File: src/rtl/txs_pkg.sv
package txs_pkg;
  localparam int RETRY_W  = 4;
  localparam int STATUS_W = 8;

  typedef struct packed {
    logic               excess_defer;
    logic [2:0]         zero;
    logic [RETRY_W-1:0] retry;
  } txs_status_t;
endpackage

File: src/rtl/txs_retry_ctr.sv
module txs_retry_ctr
  import txs_pkg::*;
(
  input  logic               clk_i,
  input  logic               rst_ni,
  input  logic               clr_i,
  input  logic               coll_i,
  output logic [RETRY_W-1:0] cnt_o,
  output logic               exhaust_o
);
  localparam logic [RETRY_W-1:0] MAX_CNT = {RETRY_W{1'b1}};

  logic [RETRY_W-1:0] cnt_q;

  always_ff @(posedge clk_i or negedge rst_ni) begin
    if (!rst_ni)                        cnt_q <= '0;
    else if (clr_i)                     cnt_q <= '0;
    else if (coll_i && cnt_q != MAX_CNT) cnt_q <= cnt_q + 1'b1;
  end

  // collision at full count = final failed attempt
  assign exhaust_o = coll_i && !clr_i && (cnt_q == MAX_CNT);
  assign cnt_o     = cnt_q;

  AST_SAT_HOLD: assert property (@(posedge clk_i) disable iff (!rst_ni)
    (cnt_q == MAX_CNT && !clr_i) |=> cnt_q == MAX_CNT);
  AST_NO_OVERFLOW: assert property (@(posedge clk_i) disable iff (!rst_ni)
    (coll_i && !clr_i && cnt_q != MAX_CNT) |=> cnt_q != '0);
endmodule

File: src/rtl/txs_defer_timer.sv
module txs_defer_timer #(
  parameter int DEFER_LIMIT = 24288
) (
  input  logic clk_i,
  input  logic rst_ni,
  input  logic load_i,
  input  logic start_i,
  input  logic defer_i,
  input  logic tick_i,
  output logic over_o
);
  localparam int            CNT_W = $clog2(DEFER_LIMIT + 1);
  localparam logic [CNT_W-1:0] LIM = CNT_W'(DEFER_LIMIT);

  logic [CNT_W-1:0] cnt_q;
  logic             started_q;
  logic             counting;

  assign counting = defer_i && tick_i && !started_q && !load_i;
  assign over_o   = counting && (cnt_q == LIM);

  always_ff @(posedge clk_i or negedge rst_ni) begin
    if (!rst_ni) begin
      cnt_q     <= '0;
      started_q <= 1'b0;
    end else if (load_i) begin
      cnt_q     <= '0;
      started_q <= 1'b0;
    end else begin
      if (start_i) started_q <= 1'b1;
      if (counting && cnt_q != LIM) cnt_q <= cnt_q + 1'b1;
    end
  end

  AST_LOAD_CLR: assert property (@(posedge clk_i) disable iff (!rst_ni)
    load_i |=> cnt_q == '0);
  AST_FROZEN: assert property (@(posedge clk_i) disable iff (!rst_ni)
    (!load_i && !(defer_i && tick_i)) |=> $stable(cnt_q));
endmodule

File: src/rtl/tx_attempt_status.sv
module tx_attempt_status
  import txs_pkg::*;
#(
  parameter int DEFER_LIMIT = 24288
) (
  input  logic                clk_i,
  input  logic                rst_ni,
  input  logic                frame_load_i,
  input  logic                attempt_start_i,
  input  logic                collision_i,
  input  logic                success_i,
  input  logic                defer_i,
  input  logic                bit_tick_i,
  input  logic                rd_fstat_i,
  output logic [STATUS_W-1:0] retry_byte_o,
  output logic                retry_exhausted_o,
  output logic                status_valid_o,
  output logic                tx_irq_o
);
  logic [RETRY_W-1:0] retry_cnt;
  logic               exhaust, over;
  logic               valid_q, exh_q, excess_q, irq_q;
  logic               rd_clr, done;
  txs_status_t        stat;

  assign rd_clr = rd_fstat_i && valid_q;
  assign done   = success_i || exhaust;

  txs_retry_ctr i_retry_ctr (
    .clk_i     (clk_i),
    .rst_ni    (rst_ni),
    .clr_i     (rd_clr),
    .coll_i    (collision_i),
    .cnt_o     (retry_cnt),
    .exhaust_o (exhaust)
  );

  txs_defer_timer #(.DEFER_LIMIT(DEFER_LIMIT)) i_defer_timer (
    .clk_i   (clk_i),
    .rst_ni  (rst_ni),
    .load_i  (frame_load_i),
    .start_i (attempt_start_i),
    .defer_i (defer_i),
    .tick_i  (bit_tick_i),
    .over_o  (over)
  );

  always_ff @(posedge clk_i or negedge rst_ni) begin
    if (!rst_ni) begin
      valid_q  <= 1'b0;
      exh_q    <= 1'b0;
      excess_q <= 1'b0;
      irq_q    <= 1'b0;
    end else if (rd_clr) begin
      valid_q  <= 1'b0;
      exh_q    <= 1'b0;
      excess_q <= 1'b0;
      irq_q    <= 1'b0;
    end else begin
      if (exhaust) exh_q    <= 1'b1;
      if (over)    excess_q <= 1'b1;
      if (done)    valid_q  <= 1'b1;
      irq_q <= done && !valid_q;
    end
  end

  always_comb begin
    stat.excess_defer = excess_q;
    stat.zero         = '0;
    stat.retry        = retry_cnt;
  end

  assign retry_byte_o      = stat;
  assign retry_exhausted_o = exh_q;
  assign status_valid_o    = valid_q;
  assign tx_irq_o          = irq_q;

  AST_EXH_AT_MAX: assert property (@(posedge clk_i) disable iff (!rst_ni)
    $rose(retry_exhausted_o) |-> (retry_byte_o[3:0] == 4'hF && status_valid_o));
  AST_CLR_ON_READ: assert property (@(posedge clk_i) disable iff (!rst_ni)
    (rd_fstat_i && status_valid_o) |=> (retry_byte_o == '0 && !status_valid_o && !retry_exhausted_o));
  AST_IRQ_VALID: assert property (@(posedge clk_i) disable iff (!rst_ni)
    tx_irq_o |-> (status_valid_o && !$past(status_valid_o)));
  AST_EXCESS_HOLD: assert property (@(posedge clk_i) disable iff (!rst_ni)
    (retry_byte_o[7] && !(rd_fstat_i && status_valid_o)) |=> retry_byte_o[7]);
endmodule

File: config.mk
export PLATFORM = sky130hd
export DESIGN_NAME = tx_attempt_status
export DESIGN_NICKNAME = d
export VERILOG_FILES = /design/src/rtl/txs_pkg.sv /design/src/rtl/txs_retry_ctr.sv /design/src/rtl/txs_defer_timer.sv /design/src/rtl/tx_attempt_status.sv
export SDC_FILE = /design/constraint.sdc
export NUM_CORES = 1
export LEC_CHECK = 0
export ABC_CLOCK_PERIOD_IN_PS = 1790
export CORE_AREA = 2 2 59 55
export DETAILED_ROUTE_END_ITERATION = 8
export DIE_AREA = 0 0 61 57
export PLACE_DENSITY = 0.71
export SYNTH_ARGS = -nofsm -noshare
export SYNTH_HDL_FRONTEND = slang
export SYNTH_SLANG_ARGS = --single-unit
File: constraint.sdc
create_clock -name clk_i -period 1.79 [get_ports clk_i]
set_input_delay 0.358 -clock clk_i [delete_from_list [all_inputs] [get_ports clk_i]]
set_output_delay 0.358 -clock clk_i [all_outputs]
set_load 0.05 [all_outputs]
# Word-level counts from Yosys, hierarchy flattened
# Cells that the tools add are included.
# word_totals
ff_bits	24
inputBits	9
output_inout_bits	11
elab_cells	47
# classes
addsub	2
eq_ne	4
mux	13
n_reduce_logical	21
# op_table
op	count
$mux W15	2
$add A15 B1 Y15 const B	1
$eq A15 B15 Y1 const B	1
$ne A15 B15 Y1 const B	1
$reduce_bool A2 Y1	6
$logic_and A1 B1 Y1	10
$mux W1	9
$mux W4	2
$add A4 B1 Y4 const B	1
$eq A4 B4 Y1 const B	1
$logic_not A1 Y1	4
$ne A4 B4 Y1 const B	1
$logic_or A1 B1 Y1	1

# Longest topological paths before layout
# Gate-level depths: netlist of run 1.
# depth
word_depth	7
mapped_depth	7
depth_no_buf	6

# Modules after synthesis
# From an unflattened synthesis of run 1, not the netlist that was laid out.
# hier_totals
cells_unflattened	129
hier_area_um2	1277.5
# by_module_without_submodules
mod	instances	cells_each	area_per_inst_um2	seq_area_each_um2
txs_defer_timer	1	91	873.3	400.4
txs_retry_ctr	1	22	231.5	100.1
tx_attempt_status	1	16	172.7	100.1

# Least setup slack after synthesis of run 1
# Ideal clock, no wire load.
# synth_timing
kind	flip-flop to flip-flop
from	register i_defer_timer.cnt_q[0]
to	register i_defer_timer.cnt_q[5]
setup_ns	0.128
arrival_time_ns	1.846
required_ns	1.662
path_slack_ns	-0.184
stages_incl_launch_ff	8
path_buffers	1
period_less_slack_ns	1.974
cell_sequence	dfrtp_1 > inv_1 > ha_1 > or4b_1 > nor4_1 > buf_4 > nor3_1 > mux2_1
# synth_via
elab_chain_len	3
elab_cells_between_ends	6
classes_between	1 x add/sub; 1 x eq/ne; 2 x mux; 2 x reduce/logical
# synth_rtl
item	line_no	source
start, declared	txs_defer_timer.sv:15	logic [CNT_W-1:0] cnt_q;
start signal, assigned	txs_defer_timer.sv:31	if (counting && cnt_q != LIM) cnt_q <= cnt_q + 1'b1;
$add A15 B1 Y15 / $ne A15 B15 Y1 (equally long branches)	txs_defer_timer.sv:31	
$mux W15 / $logic_and A1 B1 Y1 (equally long branches)	txs_defer_timer.sv:31	
$mux W15 / $reduce_bool A2 Y1 (equally long branches)	--	
# Parallel ways exist; a longest one is shown, timed or not. The select of a mux whose other input is x is not followed.
# A chain may end at the register's enable or synchronous reset.

# Worst setup path after layout of run 1
# layout_timing
from	register i_defer_timer.cnt_q[3]
to	register i_defer_timer.cnt_q[5]
# Same word-level chain as after synthesis.

==> results.py, run 1 <==
metrics = {
    "placed_design": {
        "io_buffers": 16,
        "placed_area_sq_um": 1540,
        "dp_hpwl_um": 2010,
        "place_ws_ns": -0.311,
        "place_congestion": 0.855,
    },
    "setup_path": {
        "crit_arrival_ns": 2.02,
        "worstSetupEndpointType": "flip-flop",
        "critPathMaxFanout": 3,
        "critPathRequiredTime_ns": 2.00,
        "critPathKind": "reg2reg",
        "startpoint_type": "flip-flop",
    },
    "clock_network": {
        "cts.sinks": 24,
        "cts-root-buf": "clkbuf_4",
        "h-tree-depth": 1,
        "clock_latency_ns": 0.32,
        "cts-buffers-inserted": 3,
        "clk_pin_slew_ns": 0.12,
        "cts_max_path_buffers": 2,
        "cts_tree": "done",
    },
    "synthesis": {
        "ys_top_cells_by_area": "dfrtp_1 47%, nor2_1 5.0%, a21oi_1 4.3%, nand2_1 3.2%, nand3_1 3.1%",
        "synthCells": 139,
        "ys_ff_latch": 24,
        "yosysTopAreaCellShare": 0.468,
        "avgSynthCellArea_sq_um": 9.24,
        "ys.flop_type": "dfrtp_1",
        "async_reset_ff_frac": 1.00,
        "yosys.area.top_type": "dfrtp_1",
        "yosys.cell_types.count": 36,
        "ys_warn_count": 0,
        "synth_edf_count": 0,
        "ys_seq_area_frac": 0.468,
        "netlist_area_sq_um": 1280,
    },
    "run": {
        "maxCapViolCount": 0,
    },
    "timing": {
        "period_needed_ns": 1.80,
        "max_freq_mhz": 555,
        "rsz0062_at_grt": "yes",
        "slew_violations": 0,
        "finalClockSkew_ns": 0.00405,
        "min_period_over_period": 1.01,
        "tns_ns": -0.0113,
        "fin_ws_ns": -0.0113,
        "final-setup-viol-count": 1,
        "hold_viol": 0,
    },
    "finish": {
        "diodes": 0,
        "register_area_sq_um": 601,
        "utilization": 0.552,
        "nNetsFinal": 182,
        "drive_above_1_share": 0.220,
        "layout_common_cells": "24 x dfrtp_1, 24 x buf_4, 17 x nor2_1",
        "fin_area_sq_um": 1610,
        "n_fill_cell": 262,
        "multi_input_area_sq_um": 649,
        "syn_to_final_growth_pct": 25.6,
    },
    "die": {
        "die_h_um": 57,
        "die_area_sq_um": 3480,
        "initial_core_util": 0.439,
        "fp.coreArea_sq_um": 2920,
        "boundaryPins": 20,
        "rows": 19,
        "die_w_um": 61,
    },
    "power_and_ir_drop": {
        "p_leak_uw": 0.000693,
        "ir_worst_vdd_v": 0.000666,
        "p_per_area_nw_per_um2": 699,
    },
    "status": {
        "outcome": "complete, but fails checks",
        "violations": "negative setup slack",
    },
    "global_route": {
        "grt.busiest_layer": "met2",
        "met1_usage": 0.242,
        "grt_max_degree": 25,
        "grt.total_usage": 0.180,
        "grt_pass1_wl_um": 4660,
        "grtUsageMet2": 0.289,
        "first_global_vias": 1057,
        "antenna_found_initial": 0,
        "grt-ovfl-total": 0,
        "met3_usage": 0.0204,
    },
    "detailed_routing": {
        "finalWirelength_um": 2760,
        "wl_per_cell_um": 13.2,
        "drt_iter0_drc": 46,
        "drcViolationCount": 0,
        "routed_via_density": 5.25,
        "via_count": 1102,
        "antenna_left": 0,
        "firstDrtPassIters": 4,
    },
    "hold_path": {
        "min_path_type": "in2async",
    },
}
==> synth_stat cells (all sizes together), types with 4 or more instances <==
library cell	count
dfrtp	24
nor2	17
a21oi	11
nand2	11
nand3	8
buf	6
inv	6
o21ai	5
or3	5
nand4	4
o31ai	4
or4	4
==> power breakdown <==
group / internal, uW / switching [uW]
clock: 79.1 / 158
combinational: 95.3 / 189
sequential: 573 / 32.9
total: 747 / 380
==> worst paths after layout <==
kind                                   startpoint  cells after the start  slack (ns)                endpoint
setup / recovery           i_defer_timer.cnt_q[3]                      4       -0.01  i_defer_timer.cnt_q[5]
hold / removal                             rst_ni                      2        0.38  i_defer_timer.cnt_q[8]
setup reg to reg           i_defer_timer.cnt_q[3]                      4       -0.01  i_defer_timer.cnt_q[5]
hold reg to reg                    status_valid_o                      1        0.49                tx_irq_o
max in group asynchronous                  rst_ni                      2        1.18          status_valid_o
min in group clk_i                 status_valid_o                      1        0.49                tx_irq_o
==> metrics by stage <==
step | std cells | hold slack, ns | power, uW
floorplan | 141 | 0.0624 | 798
global placement | 205 | 0.464 | 890
detailed placement | 205 | 0.476 | 898
CTS | 210 | 0.390 | 1130
global route | 210 | 0.395 | 1190
finish | 210 | 0.381 | 1130
==> flip-flops by register name, summed over array words and instances, names as in the netlist <==
| name | cells |
|---|---|
| i_defer_timer.cnt_q | 15 |
| i_retry_ctr.cnt_o | 4 |
| excess_q | 1 |
| i_defer_timer.started_q | 1 |
| retry_exhausted_o | 1 |
| status_valid_o | 1 |
| tx_irq_o | 1 |
==> cell type report <==
cell class,count,share of cell area
well taps,42,0.0326
clock buffers,3,0.0140
repair buffers,33,0.164
multi-input cells,102,0.403
inverters,6,0.0140
flip-flops and latches,24,0.372
==> per-layer routing <==
layer | vias up | share of wire | wire length [um]
met3 | 4 | 0.046 | 127
met5 | - | 0 | 0
met1 | 517 | 0.46 | 1270
met4 | 0 | 0.014 | 38
li1 | 551 | - | -
met2 | 30 | 0.48 | 1330
==> timing repair <==
action                                  4_1_cts  5_1_grt
hold buffers                                  0        0
endpoints found under the hold margin         0        0
endpoints found under the setup margin        7       10
setup buffers                                 1        0
gates cloned                                  1        0
resized for setup                             3        7
pin swaps                                     3        2
==> kinds of logic after synthesis <==
family	after synthesis	synth area share
simple gates	66	0.280
compound gates	24	0.112
flops	24	0.468
buf+inv	15	0.0653
xor+xnor	5	0.0341
fa+ha+maj	3	0.0292
other cells	1	0.00292
mux	1	0.00877
==> worst max-delay path: stages (launching register included) <==
cell,delay (ns)
dfrtp_1,0.41
or4bb_4,0.56
nor4_4,0.32
nor3_1,0.10
mux2_1,0.32
(Power assumes the default switching activity.)
==> run 2, diff against run 1 <==
Settings changed: SKIP_LAST_GASP set to 1.
==> results.py, run 2 (synthesis gave the netlist of run 1 again) <==
metrics = {
    "timing": {
        "hold_viol": 0,
        "slew_violations": 0,
        "rsz0062_at_grt": "yes",
        "fin_ws_ns": -0.0107,
        "period_needed_ns": 1.80,
        "min_period_over_period": 1.01,
        "final-setup-viol-count": 2,
        "max_freq_mhz": 555,
        "finalClockSkew_ns": 0.00288,
    },
    "detailed_routing": {
        "routed-wl-met3_um": 112,
        "drt_iter0_drc": 35,
        "finalWirelength_um": 2760,
        "drcViolationCount": 0,
        "via_count": 1115,
        "routed_via_density": 5.31,
        "highest-signal-layer": "met4",
        "firstDrtPassIters": 4,
        "antenna_left": 0,
        "wl_met1_um": 1270,
        "wl_per_cell_um": 13.1,
        "route.met2.wl_um": 1320,
    },
    "die": {
        "die_h_um": 57,
        "rows": 19,
        "die_area_sq_um": 3480,
        "fp.coreArea_sq_um": 2920,
        "die_w_um": 61,
        "boundaryPins": 20,
        "initial_core_util": 0.439,
    },
    "finish": {
        "syn_to_final_growth_pct": 25.0,
        "drive_above_1_share": 0.208,
        "top_register": "i_defer_timer.cnt_q",
        "multi_input_area_sq_um": 641,
        "largest_reg_flops": 15,
        "nNetsFinal": 182,
        "register_area_sq_um": 601,
        "diodes": 0,
        "layout_common_cells": "24 x dfrtp_1, 24 x buf_4, 17 x nor2_1",
        "fin_area_sq_um": 1600,
        "n_fill_cell": 264,
    },
    "clock_network": {
        "h-tree-depth": 1,
        "clock_latency_ns": 0.32,
        "cts-root-buf": "clkbuf_4",
        "cts.sinks": 24,
        "cts_max_path_buffers": 2,
        "cts-buffers-inserted": 3,
        "cts_tree": "done",
        "clk_pin_slew_ns": 0.12,
    },
    "status": {
        "violations": "negative setup slack",
        "outcome": "complete, but fails checks",
    },
    "hold_path": {
        "min_path_type": "in2async",
    },
    "global_route": {
        "grt_pass1_wl_um": 4660,
        "grt.total_usage": 0.180,
        "antenna_found_initial": 0,
        "grt_max_degree": 25,
        "grt-ovfl-total": 0,
        "first_global_vias": 1057,
    },
    "placed_design": {
        "io_buffers": 16,
        "placed_area_sq_um": 1540,
        "dp_hpwl_um": 2010,
        "place_congestion": 0.855,
    },
    "setup_path": {
        "critPathMaxFanout": 5,
        "startpoint_type": "flip-flop",
        "critPathRequiredTime_ns": 2.04,
        "worstSetupEndpointType": "flip-flop",
        "critPathKind": "reg2reg",
        "crit_arrival_ns": 2.05,
    },
    "power_and_ir_drop": {
        "p_per_area_nw_per_um2": 701,
        "p_total_uw": 1130,
        "ir_worst_vdd_v": 0.000666,
        "p_leak_uw": 0.000690,
    },
    "run": {
        "maxCapViolCount": 0,
    },
}
run 2: critical path: stages, from the launching register on:
cell     delay [ns]
dfrtp_1        0.41
or4bb_4        0.56
nor4_4         0.32
buf_4          0.19
o21ai_0        0.10
a21oi_1        0.16
run 2: what timing repair did:
item | CTS | global route
setup buffers | 1 | 0
gates resized for setup | 3 | 4
hold buffers | 0 | 0
pin swaps | 2 | 1
endpoints found under the hold margin | 0 | 0
endpoints found under the setup margin | 7 | 10
cloned | 1 | 0
run 2: worst paths after layout:
check                      depth (start not counted)  slack, ns              startpoint                endpoint
min in group clk_i                                 1       0.49          status_valid_o                tx_irq_o
max in group asynchronous                          2       1.18                  rst_ni          status_valid_o
max                                                5      -0.01  i_defer_timer.cnt_q[3]  i_defer_timer.cnt_q[1]
min                                                2       0.38                  rst_ni  i_defer_timer.cnt_q[8]
max reg2reg                                        5      -0.01  i_defer_timer.cnt_q[3]  i_defer_timer.cnt_q[1]
min reg2reg                                        1       0.49          status_valid_o                tx_irq_o
run 2: cell type report:
type	count	area share
clock buffers	3	0.0140
inverters	6	0.0140
multi-input cells	102	0.399
flip-flops and latches	24	0.374
well taps	42	0.0328
repair buffers	33	0.165
run 2: through the flow:
| step | instances | hold WS [ns] | TNS [ns] | worst slack, ns | util |
|---|---|---|---|---|---|
| after floorplan | 141 | 0.0624 | -0.161 | -0.161 | - |
| after global placement | 205 | 0.464 | -1.84 | -0.265 | 0.527 |
| after detailed placement | 205 | 0.476 | -2.25 | -0.311 | 0.527 |
| after CTS | 210 | 0.390 | -0.0658 | -0.0362 | 0.543 |
| after global routing | 210 | 0.395 | -0.491 | -0.107 | 0.549 |
| final | 210 | 0.384 | -0.0205 | -0.0107 | 0.549 |
run 2: power breakdown:
part,switching (uW),leakage [uW],internal [uW]
logic,189,0.000349,95.3
clock network,156,0.0000138,79.0
registers,33.1,0.000327,573
total,378,0.000690,747
run 2: routing by layer:
metal / global-route usage / vias to the layer above
met1: 0.242 / 523
met4: 0.0839 / 0
met2: 0.289 / 34
li1: - / 553
met5: 0 / -
met3: 0.0204 / 5
